$ cat config.mk
export PLATFORM = sky130hd
export DESIGN_NAME = qs_top
export DESIGN_NICKNAME = d
export VERILOG_FILES = /design/src/rtl/qs_pkg.sv /design/src/rtl/qs_cfg.sv /design/src/rtl/qs_cost.sv /design/src/rtl/qs_pick.sv /design/src/rtl/qs_top.sv
export SDC_FILE = /design/constraint.sdc
export NUM_CORES = 2
export LEC_CHECK = 0
export CAP_MARGIN = 20
export CORE_ASPECT_RATIO = 1.25
export CORE_MARGIN = 3
export CORE_UTILIZATION = 55
export DETAILED_ROUTE_END_ITERATION = 16
export MAX_ROUTING_LAYER = met4
export PLACE_DENSITY = 0.74
export SETUP_SLACK_MARGIN = 0.5
export SLEW_MARGIN = 10
export SYNTH_ARGS = -nofsm -noshare
export SYNTH_HDL_FRONTEND = slang
export SYNTH_SLANG_ARGS = --single-unit
$ cat constraint.sdc
create_clock -name clk -period 12 [get_ports clk]
set_input_delay 1.2 -clock clk [delete_from_list [all_inputs] [get_ports clk]]
set_output_delay 1.2 -clock clk [all_outputs]
set_load 0.01 [all_outputs]
$ cat src/rtl/qs_pkg.sv
package qs_pkg;
  localparam int PRIO_W   = 3;
  localparam int NLVL     = 8;
  localparam int WGT_W    = 10;
  localparam int LVL_W    = 4;
  localparam int WIRE_OVH = 20;  // gap + preamble bytes added in mode 0
  localparam int L3_STRIP = 18;  // header + CRC bytes removed in mode 2

  typedef enum logic [1:0] {
    LM_WIRE  = 2'd0,
    LM_FRAME = 2'd1,
    LM_L3    = 2'd2
  } len_mode_e;

  typedef struct packed {
    logic [1:0]        mode;
    logic              pkt_unit;
    logic [WGT_W-1:0]  weight;
    logic [PRIO_W-1:0] prio;
  } qcfg_t;
endpackage

$ cat src/rtl/qs_cfg.sv
module qs_cfg
  import qs_pkg::*;
#(
  parameter int NQ = 8,
  parameter int QW = 3
) (
  input  logic                          clk,
  input  logic                          rst_n,
  input  logic                          tbl_we,
  input  logic [QW-1:0]                 tbl_addr,
  input  logic [15:0]                   tbl_wdata,
  input  logic                          lvl_we,
  input  logic [LVL_W-1:0]              lvl_wdata,
  output qcfg_t [NQ-1:0]                cfg,
  output logic  [NQ-1:0][PRIO_W-1:0]    eff_prio
);
  qcfg_t            wr_entry;
  logic [LVL_W-1:0] levels;

  always_comb begin
    wr_entry = qcfg_t'(tbl_wdata);
    if (wr_entry.weight == '0) wr_entry.weight = WGT_W'(1);
  end

  always_ff @(posedge clk or negedge rst_n) begin
    if (!rst_n) begin
      for (int i = 0; i < NQ; i++) begin
        cfg[i] <= '{mode: LM_FRAME, pkt_unit: 1'b0, weight: WGT_W'(1), prio: '0};
      end
      levels <= LVL_W'(NLVL);
    end else begin
      if (tbl_we && (int'(tbl_addr) < NQ)) cfg[tbl_addr] <= wr_entry;
      if (lvl_we) levels <= lvl_wdata;
    end
  end

  for (genvar g = 0; g < NQ; g++) begin : g_eff
    always_comb begin
      if (levels == '0)
        eff_prio[g] = '0;
      else if ({1'b0, cfg[g].prio} >= levels)
        eff_prio[g] = PRIO_W'(levels - LVL_W'(1));
      else
        eff_prio[g] = cfg[g].prio;
    end
  end
endmodule

$ cat src/rtl/qs_cost.sv
module qs_cost
  import qs_pkg::*;
#(
  parameter int NQ = 8,
  parameter int LW = 14,
  parameter int CW = LW + 1
) (
  input  logic  [NQ*LW-1:0]         head_len,
  input  qcfg_t [NQ-1:0]            cfg,
  output logic  [NQ-1:0][CW-1:0]    cost
);
  for (genvar g = 0; g < NQ; g++) begin : g_q
    logic [LW-1:0] len;
    assign len = head_len[g*LW +: LW];

    always_comb begin
      if (cfg[g].pkt_unit) begin
        cost[g] = CW'(1);
      end else begin
        case (cfg[g].mode)
          LM_WIRE: cost[g] = CW'(len) + CW'(WIRE_OVH);
          LM_L3:   cost[g] = (len > LW'(L3_STRIP)) ? CW'(len - LW'(L3_STRIP)) : '0;
          default: cost[g] = CW'(len);
        endcase
      end
    end
  end
endmodule

$ cat src/rtl/qs_pick.sv
module qs_pick
  import qs_pkg::*;
#(
  parameter int NQ      = 8,
  parameter int QW      = 3,
  parameter int CW      = 15,
  parameter int DW      = 18,
  parameter int QUANTUM = 64
) (
  input  logic                       clk,
  input  logic                       rst_n,
  input  logic  [NQ-1:0]             q_backlog,
  input  logic  [NQ-1:0][PRIO_W-1:0] eff_prio,
  input  qcfg_t [NQ-1:0]             cfg,
  input  logic  [NQ-1:0][CW-1:0]     cost,
  input  logic                       sel_ready,
  output logic                       sel_valid,
  output logic  [QW-1:0]             sel_queue
);
  logic [NLVL-1:0]      any_at;
  logic                 any_bl;
  logic [PRIO_W-1:0]    top_p;
  logic [QW-1:0]        cur     [NLVL];
  logic [DW-1:0]        deficit [NQ];
  logic [QW-1:0]        cur_q, nxt;
  logic                 ok, serving;
  logic [QW-1:0]        sel_q;
  logic [CW-1:0]        sel_cost;
  logic [DW-1:0]        grant;

  always_comb begin
    for (int p = 0; p < NLVL; p++) begin
      any_at[p] = 1'b0;
      for (int i = 0; i < NQ; i++)
        if (q_backlog[i] && (int'(eff_prio[i]) == p)) any_at[p] = 1'b1;
    end
    any_bl = |q_backlog;
    top_p  = '0;
    for (int p = NLVL - 1; p >= 0; p--)
      if (any_at[p]) top_p = PRIO_W'(p);
  end

  assign cur_q = cur[top_p];
  assign ok    = q_backlog[cur_q] && (eff_prio[cur_q] == top_p) &&
                 (deficit[cur_q] >= DW'(cost[cur_q]));

  always_comb begin
    nxt = cur_q;
    for (int k = NQ; k >= 1; k--) begin
      int t;
      t = int'(cur_q) + k;
      if (t >= NQ) t = t - NQ;
      if (q_backlog[t] && (eff_prio[t] == top_p)) nxt = QW'(t);
    end
  end

  assign grant = DW'(cfg[nxt].weight) * DW'(QUANTUM);

  always_ff @(posedge clk or negedge rst_n) begin
    if (!rst_n) begin
      serving  <= 1'b0;
      sel_q    <= '0;
      sel_cost <= '0;
      for (int p = 0; p < NLVL; p++) cur[p] <= '0;
    end else if (serving) begin
      if (sel_ready) serving <= 1'b0;
    end else if (any_bl) begin
      if (ok) begin
        serving  <= 1'b1;
        sel_q    <= cur_q;
        sel_cost <= cost[cur_q];
      end else begin
        cur[top_p] <= nxt;
      end
    end
  end

  always_ff @(posedge clk or negedge rst_n) begin
    if (!rst_n) begin
      for (int i = 0; i < NQ; i++) deficit[i] <= '0;
    end else begin
      for (int i = 0; i < NQ; i++) begin
        if (serving && sel_ready && (sel_q == QW'(i)))
          deficit[i] <= deficit[i] - DW'(sel_cost);
        else if (!serving && any_bl && !ok && (nxt == QW'(i)))
          deficit[i] <= deficit[i] + grant;
        else if (!q_backlog[i] && !(serving && (sel_q == QW'(i))))
          deficit[i] <= '0;
      end
    end
  end

  assign sel_valid = serving;
  assign sel_queue = sel_q;
endmodule

$ cat src/rtl/qs_top.sv
module qs_top
  import qs_pkg::*;
#(
  parameter int NQ      = 8,
  parameter int LW      = 14,
  parameter int QUANTUM = 64,
  localparam int QW     = (NQ > 1) ? $clog2(NQ) : 1
) (
  input  logic             clk,
  input  logic             rst_n,
  input  logic [NQ-1:0]    q_backlog,
  input  logic [NQ*LW-1:0] q_head_len,
  input  logic             cfg_tbl_we,
  input  logic [QW-1:0]    cfg_tbl_addr,
  input  logic [15:0]      cfg_tbl_wdata,
  input  logic             cfg_lvl_we,
  input  logic [3:0]       cfg_lvl_wdata,
  output logic             sel_valid,
  input  logic             sel_ready,
  output logic [QW-1:0]    sel_queue
);
  localparam int CW = LW + 1;
  localparam int GW = WGT_W + $clog2(QUANTUM + 1);
  localparam int DW = ((CW > GW) ? CW : GW) + 1;

  qcfg_t [NQ-1:0]             cfg_w;
  logic  [NQ-1:0][PRIO_W-1:0] eff_prio;
  logic  [NQ-1:0][CW-1:0]     cost;

  qs_cfg #(.NQ(NQ), .QW(QW)) u_cfg (
    .clk(clk), .rst_n(rst_n),
    .tbl_we(cfg_tbl_we), .tbl_addr(cfg_tbl_addr), .tbl_wdata(cfg_tbl_wdata),
    .lvl_we(cfg_lvl_we), .lvl_wdata(cfg_lvl_wdata),
    .cfg(cfg_w), .eff_prio(eff_prio)
  );

  qs_cost #(.NQ(NQ), .LW(LW), .CW(CW)) u_cost (
    .head_len(q_head_len), .cfg(cfg_w), .cost(cost)
  );

  qs_pick #(.NQ(NQ), .QW(QW), .CW(CW), .DW(DW), .QUANTUM(QUANTUM)) u_pick (
    .clk(clk), .rst_n(rst_n), .q_backlog(q_backlog), .eff_prio(eff_prio),
    .cfg(cfg_w), .cost(cost), .sel_ready(sel_ready),
    .sel_valid(sel_valid), .sel_queue(sel_queue)
  );
endmodule

==> flow_metrics.env <==
export IMPL_synthMuxAreaShare_pct=9.27
export IMPL_fin_setup_tns_ns=0
export IMPL_ant_nets=0
export IMPL_grt_pass1_wl_um=171000
export IMPL_synthAdderAreaFrac_pct=11.1
export IMPL_cts_tree="yes"
export IMPL_hold_violations=0
export IMPL_status="complete, no violations"
export IMPL_fin_cells=4925
export IMPL_drcViolationCount=0
export IMPL_start_util_pct=56.1
export IMPL_io_buffers=151
export IMPL_overflow=0
export IMPL_crit_arrival_ns=11.34
export IMPL_multi_input_area_um2=23600
export IMPL_crit_type="reg -> reg"
export IMPL_cp_max_fo=27
export IMPL_vias_per_cell=6.54
export IMPL_crit_required_ns=12.46
export IMPL_clk_pin_slew_worst_paths_ns=0.06
export IMPL_wl_per_cell_um=22.2
export IMPL_synth_xor_area_share_pct=6.47
export IMPL_die_area_um2=63000
export IMPL_seq_area_frac_synth_pct=24.2
export IMPL_clk_latency_ns=0.58
export IMPL_track_usage_pct=34.7
export IMPL_synthCells=4047
export IMPL_avgSynthCellArea_um2=8.16
export IMPL_fin_skew_ns=0.0282
export IMPL_path_common_cell="a21o_1"
export IMPL_rsz0062_at_grt="no"
export IMPL_htreeDepth=2
export IMPL_grt_pass1_vias=31556
export IMPL_seq_area_um2=8000
export IMPL_synth_edff_count=0
export IMPL_root_buffer="clkbuf_16"
export IMPL_nets=4567
export IMPL_synth_simple_area_share_pct=20.2
export IMPL_drtPass1Iterations=9
export IMPL_final_cell_mix="nand2_1, dfrtp_1, nor2_1"
export IMPL_antenna_found_initial=3
export IMPL_layout_drive_gt1_share_pct=10.3
export IMPL_fin_crit_sh_pct=90.7
export IMPL_gp_congestion=0.969
export IMPL_drv_slew=0
export IMPL_crit_path_end_kind="flip-flop"
export IMPL_cap_violations=0
export IMPL_io_pins=152
export IMPL_synth_warnings=0
export IMPL_cpMaxStageDelayCell="a2111oi_2"
export IMPL_syn_area_um2=33000
export IMPL_cts_buffer_depth=3
export IMPL_dpl_cell_count=4853
export IMPL_dieWidth_um=225
export IMPL_synth_seq_cells=319
export IMPL_synth_top_family_by_area="compound AO/OA/AOI/OAI gates"
export IMPL_cts_setup_buffers=0
export IMPL_hp_class="reg -> reg"
export IMPL_rows=99
export IMPL_nFillCells=5237
export IMPL_drt_iter0_drc=2854
export IMPL_fmax_mhz=91.9
export IMPL_die_h_um=280
export IMPL_final_common_cell="nand2_1"
export IMPL_cts_sinks=319
export IMPL_routed_wl_um=109000
export IMPL_syn_to_final_growth_pct=11.9
export IMPL_synthArstFlopShare_pct=100
export IMPL_synth_main_ff_cell="dfrtp_1"
export IMPL_reg2reg_setup_slack_ns=1.12
export IMPL_dpl_hpwl_um=83300
export IMPL_max_stage_delay_ns=0.53
export IMPL_relSlewSlack_pct=29.9
export IMPL_core_area_um2=58800
export IMPL_finalSetupViolations=0
export IMPL_synth_compound_area_share_pct=23.7
export IMPL_dr_total_vias=32222
export IMPL_start_kind="flip-flop"
export IMPL_min_period_ns=10.88
export IMPL_synthesis_nets=4478
export IMPL_grt_start_max_net_pins=159
export IMPL_worst_pin_slew_ns=1.04
export IMPL_cts_buffers_inserted=38
export IMPL_synthDistinctLibCells=107
cell families after synthesis:
family / count (synthesis)
fa+ha+maj: 283
flops: 319
compound gates: 1123
simple gates: 1390
xor+xnor: 243
mux: 267
buf+inv: 422
layer usage:
metal | wire, um | global-route usage (%) | vias to the layer above
met2 | 53000 | 58.4 | 1309
met5 | 0 | - | -
met4 | 5680 | 16.4 | 0
met3 | 7420 | 4.95 | 328
met1 | 43200 | 41.1 | 15452
li1 | - | - | 15133
path summary, 6_finish.rpt:
kind | startpoint | endpoint | cells after the start
worst max-delay path | u_cfg.levels[2] | u_pick.deficit[87] | 41
worst min-delay path | u_pick.sel_cost[2] | u_pick.sel_cost[2] | 2
worst max register to register | u_cfg.levels[2] | u_pick.deficit[87] | 41
worst min register to register | u_pick.sel_cost[2] | u_pick.sel_cost[2] | 2
max in group asynchronous | rst_n | u_cfg.cfg[41] | 3
min in group asynchronous | rst_n | u_pick.deficit[122] | 1
worst max-delay path: cells and delay by family, from the launching register on:
kind	cells	cell delay, ns
adders and majority gates	2	0.64
and+or+nand+nor	10	2.91
DFF	1	0.46
buffers and inverters	5	1.10
AOI/OAI and AO/OA	24	5.62
metrics by stage:
| step | hold slack [ns] | area, um2 | util, % | worst slack [ns] |
|---|---|---|---|---|
| detailed placement | 0.471 | 35500 | 60.4 | 0.723 |
| finish | 0.482 | 36900 | 62.8 | 1.12 |
| global placement | 0.461 | 35500 | 60.4 | 0.799 |
| CTS | 0.481 | 36800 | 62.5 | 0.699 |
| floorplan | 0.440 | 33000 | - | 0.550 |
| global route | 0.514 | 36900 | 62.8 | 0.575 |
timing repair:
action	CTS	global route
hold buffers	0	0
gates resized for setup	0	23
hold endpoints to repair	0	0
endpoints found under the setup margin	0	42
final cells by class:
class / instances / area share, %
multi-input cells: 3306 / 63.9
flip-flops and latches: 319 / 21.7
repair buffers: 238 / 6.10
clock inverters: 18 / 0.434
well taps: 757 / 2.56
inverters: 233 / 2.39
clock buffers: 51 / 2.93
diodes: 3 / 0.0203
Yosys cell counts (all sizes together), types with 22 or more instances:
library cell  count  area (um2)
o22ai            22         138
o21bai           67         503
ha              267        3340
xnor2           203        1780
o221ai           87         768
nand3           123         621
a211oi           27         208
a221oi           32         395
and2             33         206
nand2b           57         357
o211ai           42         315
nor2            301        1140
mux2i           110        1100
nand4            24         163
nand2           457        1720
a21oi           240        1200
nor4             35         231
nor3            147         752
a21o             73         548
or3              24         150
inv             233         875
mux2            140        1580
a311oi           26         228
buf              57         268
a31oi            72         450
nor2b            51         319
and3             34         218
o21ai           212        1060
xor2             40         358
dfrtp           302        7560
or2              23         144
clkbuf          132         495
sequential cells by signal, summed over array words and instances, names as in the netlist:
name,cells
u_pick.sel_queue,3
u_pick.sel_valid,1
u_pick.sel_cost,15
u_pick.deficit,144
u_pick.cur,24
u_cfg.cfg,128
u_cfg.levels,4
Power is not shown: default switching activity piles up to over one toggle a cycle in this logic, so the estimate is an artifact.
